--- config.mk ---
export PLATFORM = sky130hd
export DESIGN_NAME = clkgen_status_reg
export DESIGN_NICKNAME = d
export VERILOG_FILES = /design/src/rtl/cgs_pkg.sv /design/src/rtl/cgs_sync.sv /design/src/rtl/cgs_sticky.sv /design/src/rtl/cgs_lock_track.sv /design/src/rtl/cgs_osc_track.sv /design/src/rtl/clkgen_status_reg.sv
export SDC_FILE = /design/constraint.sdc
export NUM_CORES = 1
export LEC_CHECK = 0
export ABC_AREA = 1
export BUFFER_PORTS_ARGS = -buffer_cell sky130_fd_sc_hd__buf_2
export CORE_AREA = 2 2 39 41
export CTS_BUF_LIST = sky130_fd_sc_hd__clkbuf_8
export DETAILED_ROUTE_END_ITERATION = 10
export DIE_AREA = 0 0 41 43
export PLACE_DENSITY = 0.67
export SLEW_MARGIN = 25
export SYNTH_ARGS = -nofsm -noshare
export SYNTH_HDL_FRONTEND = slang
export SYNTH_SLANG_ARGS = --single-unit
--- constraint.sdc ---
create_clock -name clk -period 1.95 [get_ports clk]
set_clock_uncertainty 0.15 [all_clocks]
set_input_delay 0.39 -clock clk [delete_from_list [all_inputs] [get_ports clk]]
set_output_delay 0.39 -clock clk [all_outputs]
set_load 0.02 [all_outputs]
--- src/rtl/cgs_pkg.sv ---
package cgs_pkg;
  localparam int REG_W     = 8;
  localparam int BIT_POR   = 6;
  localparam int BIT_LCHG  = 4;
  localparam int BIT_LOCK  = 3;
  localparam int BIT_ILL   = 2;
  localparam int BIT_OSCUP = 1;

  function automatic logic [REG_W-1:0] pack_status(logic por, logic chg, logic lock,
                                                   logic ill, logic up);
    logic [REG_W-1:0] v;
    v = '0;
    v[BIT_POR]   = por;
    v[BIT_LCHG]  = chg;
    v[BIT_LOCK]  = lock;
    v[BIT_ILL]   = ill;
    v[BIT_OSCUP] = up;
    return v;
  endfunction

  function automatic logic w1c_hit(logic strobe, logic [REG_W-1:0] wdata, int pos);
    return strobe & wdata[pos];
  endfunction
endpackage

--- src/rtl/cgs_sync.sv ---
module cgs_sync #(
  parameter int W      = 1,
  parameter int STAGES = 2
) (
  input  logic         clk,
  input  logic         por_n,
  input  logic         sys_rst,
  input  logic [W-1:0] d,
  output logic [W-1:0] q
);
  generate
    if (STAGES < 2) begin : g_single
      logic [W-1:0] stage;
      always_ff @(posedge clk or negedge por_n) begin
        if (!por_n)       stage <= '0;
        else if (sys_rst) stage <= '0;
        else              stage <= d;
      end
      assign q = stage;
    end else begin : g_chain
      logic [STAGES-1:0][W-1:0] chain;
      always_ff @(posedge clk or negedge por_n) begin
        if (!por_n)       chain <= '0;
        else if (sys_rst) chain <= '0;
        else              chain <= {chain[STAGES-2:0], d};
      end
      assign q = chain[STAGES-1];
    end
  endgenerate
endmodule

--- src/rtl/cgs_sticky.sv ---
module cgs_sticky #(
  parameter logic RESET_VAL = 1'b0,
  parameter logic SYS_CLEAR = 1'b0
) (
  input  logic clk,
  input  logic por_n,
  input  logic sys_rst,
  input  logic set_evt,
  input  logic clr_evt,
  output logic q
);
  always_ff @(posedge clk or negedge por_n) begin
    if (!por_n)                    q <= RESET_VAL;
    else if (SYS_CLEAR && sys_rst) q <= 1'b0;
    else if (set_evt)              q <= 1'b1;
    else if (clr_evt)              q <= 1'b0;
  end
endmodule

--- src/rtl/cgs_lock_track.sv ---
module cgs_lock_track (
  input  logic clk,
  input  logic por_n,
  input  logic sys_rst,
  input  logic lock_in,
  input  logic kill,
  output logic lock_st,
  output logic chg_evt
);
  assign chg_evt = !kill && !sys_rst && (lock_in != lock_st);

  always_ff @(posedge clk or negedge por_n) begin
    if (!por_n)               lock_st <= 1'b0;
    else if (sys_rst || kill) lock_st <= 1'b0;
    else                      lock_st <= lock_in;
  end
endmodule

--- src/rtl/cgs_osc_track.sv ---
module cgs_osc_track (
  input  logic clk,
  input  logic por_n,
  input  logic sys_rst,
  input  logic osc_en,
  input  logic stop_enter,
  input  logic ready_in,
  output logic osc_up,
  output logic drop_evt
);
  assign drop_evt = !osc_en || stop_enter;

  always_ff @(posedge clk or negedge por_n) begin
    if (!por_n)        osc_up <= 1'b0;
    else if (sys_rst)  osc_up <= 1'b0;
    else if (drop_evt) osc_up <= 1'b0;
    else if (ready_in) osc_up <= 1'b1;
  end
endmodule

--- src/rtl/clkgen_status_reg.sv ---
module clkgen_status_reg
  import cgs_pkg::*;
#(
  parameter int NUM_CFG     = 4,
  parameter int SYNC_STAGES = 2
) (
  input  logic               clk,
  input  logic               por_n,
  input  logic               sys_rst,
  input  logic               ill_acc,
  input  logic               fll_lock_raw,
  input  logic               osc_ready_raw,
  input  logic               osc_en,
  input  logic               stop_enter,
  input  logic [NUM_CFG-1:0] cfg_wr,
  input  logic               lock_irq_en,
  input  logic               bus_sel,
  input  logic               bus_wr,
  input  logic [REG_W-1:0]   bus_wdata,
  output logic [REG_W-1:0]   bus_rdata,
  output logic               irq,
  output logic               osc_mon_en
);
  logic [1:0] raw_in, synced;
  logic lock_sync, ready_sync;
  logic bus_wr_evt, kill_evt, chg_evt, drop_evt;
  logic clr_por, clr_ill, clr_chg;
  logic por_flag, ill_flag, chg_flag, lock_st, osc_up;
  logic unused_wbits;

  assign raw_in = {osc_ready_raw, fll_lock_raw};

  cgs_sync #(.W(2), .STAGES(SYNC_STAGES)) u_sync (
    .clk(clk), .por_n(por_n), .sys_rst(sys_rst), .d(raw_in), .q(synced)
  );
  assign lock_sync  = synced[0];
  assign ready_sync = synced[1];

  assign bus_wr_evt = bus_sel & bus_wr;
  assign kill_evt   = stop_enter | (|cfg_wr);
  assign clr_por    = w1c_hit(bus_wr_evt, bus_wdata, BIT_POR);
  assign clr_ill    = w1c_hit(bus_wr_evt, bus_wdata, BIT_ILL);
  assign clr_chg    = w1c_hit(bus_wr_evt, bus_wdata, BIT_LCHG);
  assign unused_wbits = ^{bus_wdata[7], bus_wdata[5], bus_wdata[3], bus_wdata[1:0]};

  cgs_lock_track u_lock (
    .clk(clk), .por_n(por_n), .sys_rst(sys_rst), .lock_in(lock_sync),
    .kill(kill_evt), .lock_st(lock_st), .chg_evt(chg_evt)
  );

  cgs_osc_track u_osc (
    .clk(clk), .por_n(por_n), .sys_rst(sys_rst), .osc_en(osc_en),
    .stop_enter(stop_enter), .ready_in(ready_sync), .osc_up(osc_up),
    .drop_evt(drop_evt)
  );

  cgs_sticky #(.RESET_VAL(1'b1), .SYS_CLEAR(1'b0)) u_por_flag (
    .clk(clk), .por_n(por_n), .sys_rst(sys_rst), .set_evt(1'b0),
    .clr_evt(clr_por), .q(por_flag)
  );

  cgs_sticky #(.RESET_VAL(1'b0), .SYS_CLEAR(1'b0)) u_ill_flag (
    .clk(clk), .por_n(por_n), .sys_rst(sys_rst), .set_evt(ill_acc),
    .clr_evt(clr_ill), .q(ill_flag)
  );

  cgs_sticky #(.RESET_VAL(1'b0), .SYS_CLEAR(1'b1)) u_chg_flag (
    .clk(clk), .por_n(por_n), .sys_rst(sys_rst), .set_evt(chg_evt),
    .clr_evt(clr_chg), .q(chg_flag)
  );

  assign bus_rdata  = pack_status(por_flag, chg_flag, lock_st, ill_flag, osc_up);
  assign irq        = chg_flag & lock_irq_en;
  assign osc_mon_en = osc_up;
endmodule

==> qor.txt <==
worst-skew pair later-pin latency -> 0.23 ns
sw frac -> 22.1%
CP delay by family, top -> flip-flops
Hold WC Path Type -> in -> reg
Ys Warns -> 0
root buffer cell -> clkbuf_8
top cells by count, synth -> buf_4, dfrtp_1, inv_1
Port Buffers -> 24
Hold Path Stages -> 2
cts repair resizes -> 0
Seq/Total Area, Yosys -> 52.3%
RePlAce Congestion -> 0.702
Peak Freq -> 694 MHz
First-pass DRT Iterations -> 1
Synth area leaders -> dfrtp_1, buf_4, inv_1, dfstp_2, nor2_1
reg-to-reg startpoint -> u_lock.lock_st$_DFF_PN0_
FP Rows -> 14
RSZ-0062 raised after global routing -> false
setup TNS -> 0 ns
Post-synth ARST share -> 100%
PwrDens -> 779 mW/mm2
CP endpoint kind -> output pin
Main synth FF type -> dfrtp_1
core area -> 0.00138 mm2
crit path max fanout -> 2
vias after detailed routing -> 363
Critical Path RT -> 1.41 ns
Mapped Cells -> 48
CP Buf/Inv Count -> 1
worst-case reg-to-reg path depth -> 4
Num CTS Buffers -> 3
EDFF count, synth -> 0
Distinct cells, synth -> 15
Hold-fix buffers, CTS -> 1
cell taking the most area after synthesis -> dfrtp_1
PnR Total Power -> 0.448 mW
total placed cells including tap cells -> 82
final instance area -> 576 um2
Residual DRC -> 0
Worst R2R End -> u_chg_flag.q$_DFFE_PN0P_
switching power -> 0.0992 mW
Int Power -> 0.349 mW
Worst R2R Setup Slack -> 1.08 ns
1st-iter DRT viols -> 0
Slowest-stage cell, CP -> dfstp_2
total die area -> 0.00176 mm2
crit-path max cell delay -> 0.52 ns
# clock sinks -> 9
worst vdd ir -> 0.000439 V
Syn Area/Cell -> 9.02 um2
initial antenna violation count -> 0
Tmin final -> 1.44 ns
Final period util -> 73.9%
gr usage total -> 10.4%
Sequential Power Share -> 43.3%
die height -> 43 um
crit-path cells -> buf_2
DP HPWL -> 619 um
Routed Wire Length -> 768 um
grt ovf -> 0
Die X -> 41 um
Clock Path Buffers -> 2
Worst Hold Slack -> 0.188 ns
DR vias/cell -> 4.17
clock power share -> 46.9%
diodes inserted -> 0
via count of the first global-routing pass -> 324
count of final hold-check violations -> 0
mapped cell area -> 433 um2
Layout area overhead -> 32.9%
status -> completed
post-synth top area share -> 46.2%
post-CTS setup buffer count -> 0
Slew Viols, Final -> 0
combinational power share -> 9.8%
worst path arrival time -> 0.90 ns
area of placed instances -> 520 um2
Endpoint, Worst Hold -> u_ill_flag.q$_DFFE_PN0P_
Routed Antenna Nets -> 0
first-pass GRT wire length -> 1160 um
WL/cell -> 8.83 um
leakage -> 0.332 nW
max-cap violations -> 0
FF+latch count, synth -> 9
share of cells above drive strength 1 -> 45.1%
final cell count without fillers -> 87
Starting Density -> 31.3%
largest net degree at the start of global routing -> 10
I/O Pins -> 33
CTS clk-pin slew, worst paths -> 0.05 ns
Setup Viol. Count Final -> 0
crit start category -> register
CTS tree -> built
min-delay src -> ill_acc
H-tree lvl count -> 1
critical path class -> reg -> out
Layout fillers -> 151
final net count -> 95
==> per-stage QoR <==
step	setup slack, ns	util, %
floorplan	0.780	-
global placement	0.707	37.6
detailed placement	0.702	37.6
CTS	0.500	41.6
global route	0.475	41.6
finish	0.509	41.6
==> cell type report <==
type,count,area [um2],area share (%)
clock buffers,3,41.3,7.17
well taps,16,20.0,3.48
flip-flops and latches,9,226,39.3
inverters,8,30.0,5.22
clock inverters,1,3.75,0.652
multi-input cells,25,124,21.5
repair buffers,25,130,22.6
==> cells in the final DEF, fill, tap and decap left out <==
cell / n
clkbuf_8: 3
dlygate4sd3_1: 1
nand3_2: 1
nor3_1: 1
a21o_1: 1
nand2_1: 5
dfstp_2: 1
o21ai_0: 1
buf_2: 24
nor2_2: 2
inv_1: 9
o21ai_2: 1
nor2_1: 6
dfrtp_1: 8
conb_1: 3
nand3b_1: 1
nand3_1: 3
==> routing by layer <==
metal / vias up / part of all wire [%] / GRT usage, %
met3: 4 / 11 / 4.71
met2: 20 / 48 / 16.9
met4: 0 / 2.3 / 8.00
li1: 181 / - / -
met5: - / 0 / 0
met1: 158 / 38 / 9.06
==> state kept, by name (all words and copies together), names as in the netlist <==
signal,count
u_sync.q,2
u_sync.g_chain.chain,2
u_lock.lock_st,1
u_chg_flag.q,1
u_osc.osc_up,1
u_por_flag.q,1
u_ill_flag.q,1
==> logic make-up (layout without fill, tap and decap cells) <==
| family | after synthesis | in the layout | synth area share [%] |
|---|---|---|---|
| compound gates | 3 | 3 | 4.91 |
| buf+inv | 16 | 37 | 20.8 |
| flops | 9 | 9 | 52.3 |
| other cells | 1 | 3 | 0.866 |
| simple gates | 19 | 19 | 21.1 |
==> power by group through the flow <==
| stage | Sequential (mW) | Combinational (mW) | Clock [mW] |
|---|---|---|---|
| after floorplan | 0.197 | 0.0235 | 0 |
| after detailed placement | 0.197 | 0.0436 | 0 |
| final | 0.194 | 0.0440 | 0.210 |
| after global routing | 0.195 | 0.0505 | 0.224 |
| after CTS | 0.194 | 0.0452 | 0.217 |
| after global placement | 0.197 | 0.0424 | 0 |
==> worst max path at each step <==
stage,from,to,slack (ns),cells past startpoint
2_1_floorplan,u_por_flag.q$_DFFE_PN1P_,bus_rdata[6],0.78,1
3_3_place_gp,lock_irq_en,irq,0.71,4
3_5_place_dp,lock_irq_en,irq,0.70,4
4_1_cts,u_por_flag.q$_DFFE_PN1P_,bus_rdata[6],0.50,1
5_1_grt,u_por_flag.q$_DFFE_PN1P_,bus_rdata[6],0.48,1
6_report,u_por_flag.q$_DFFE_PN1P_,bus_rdata[6],0.51,1
Note: power is estimated with default switching activity, not from simulation.
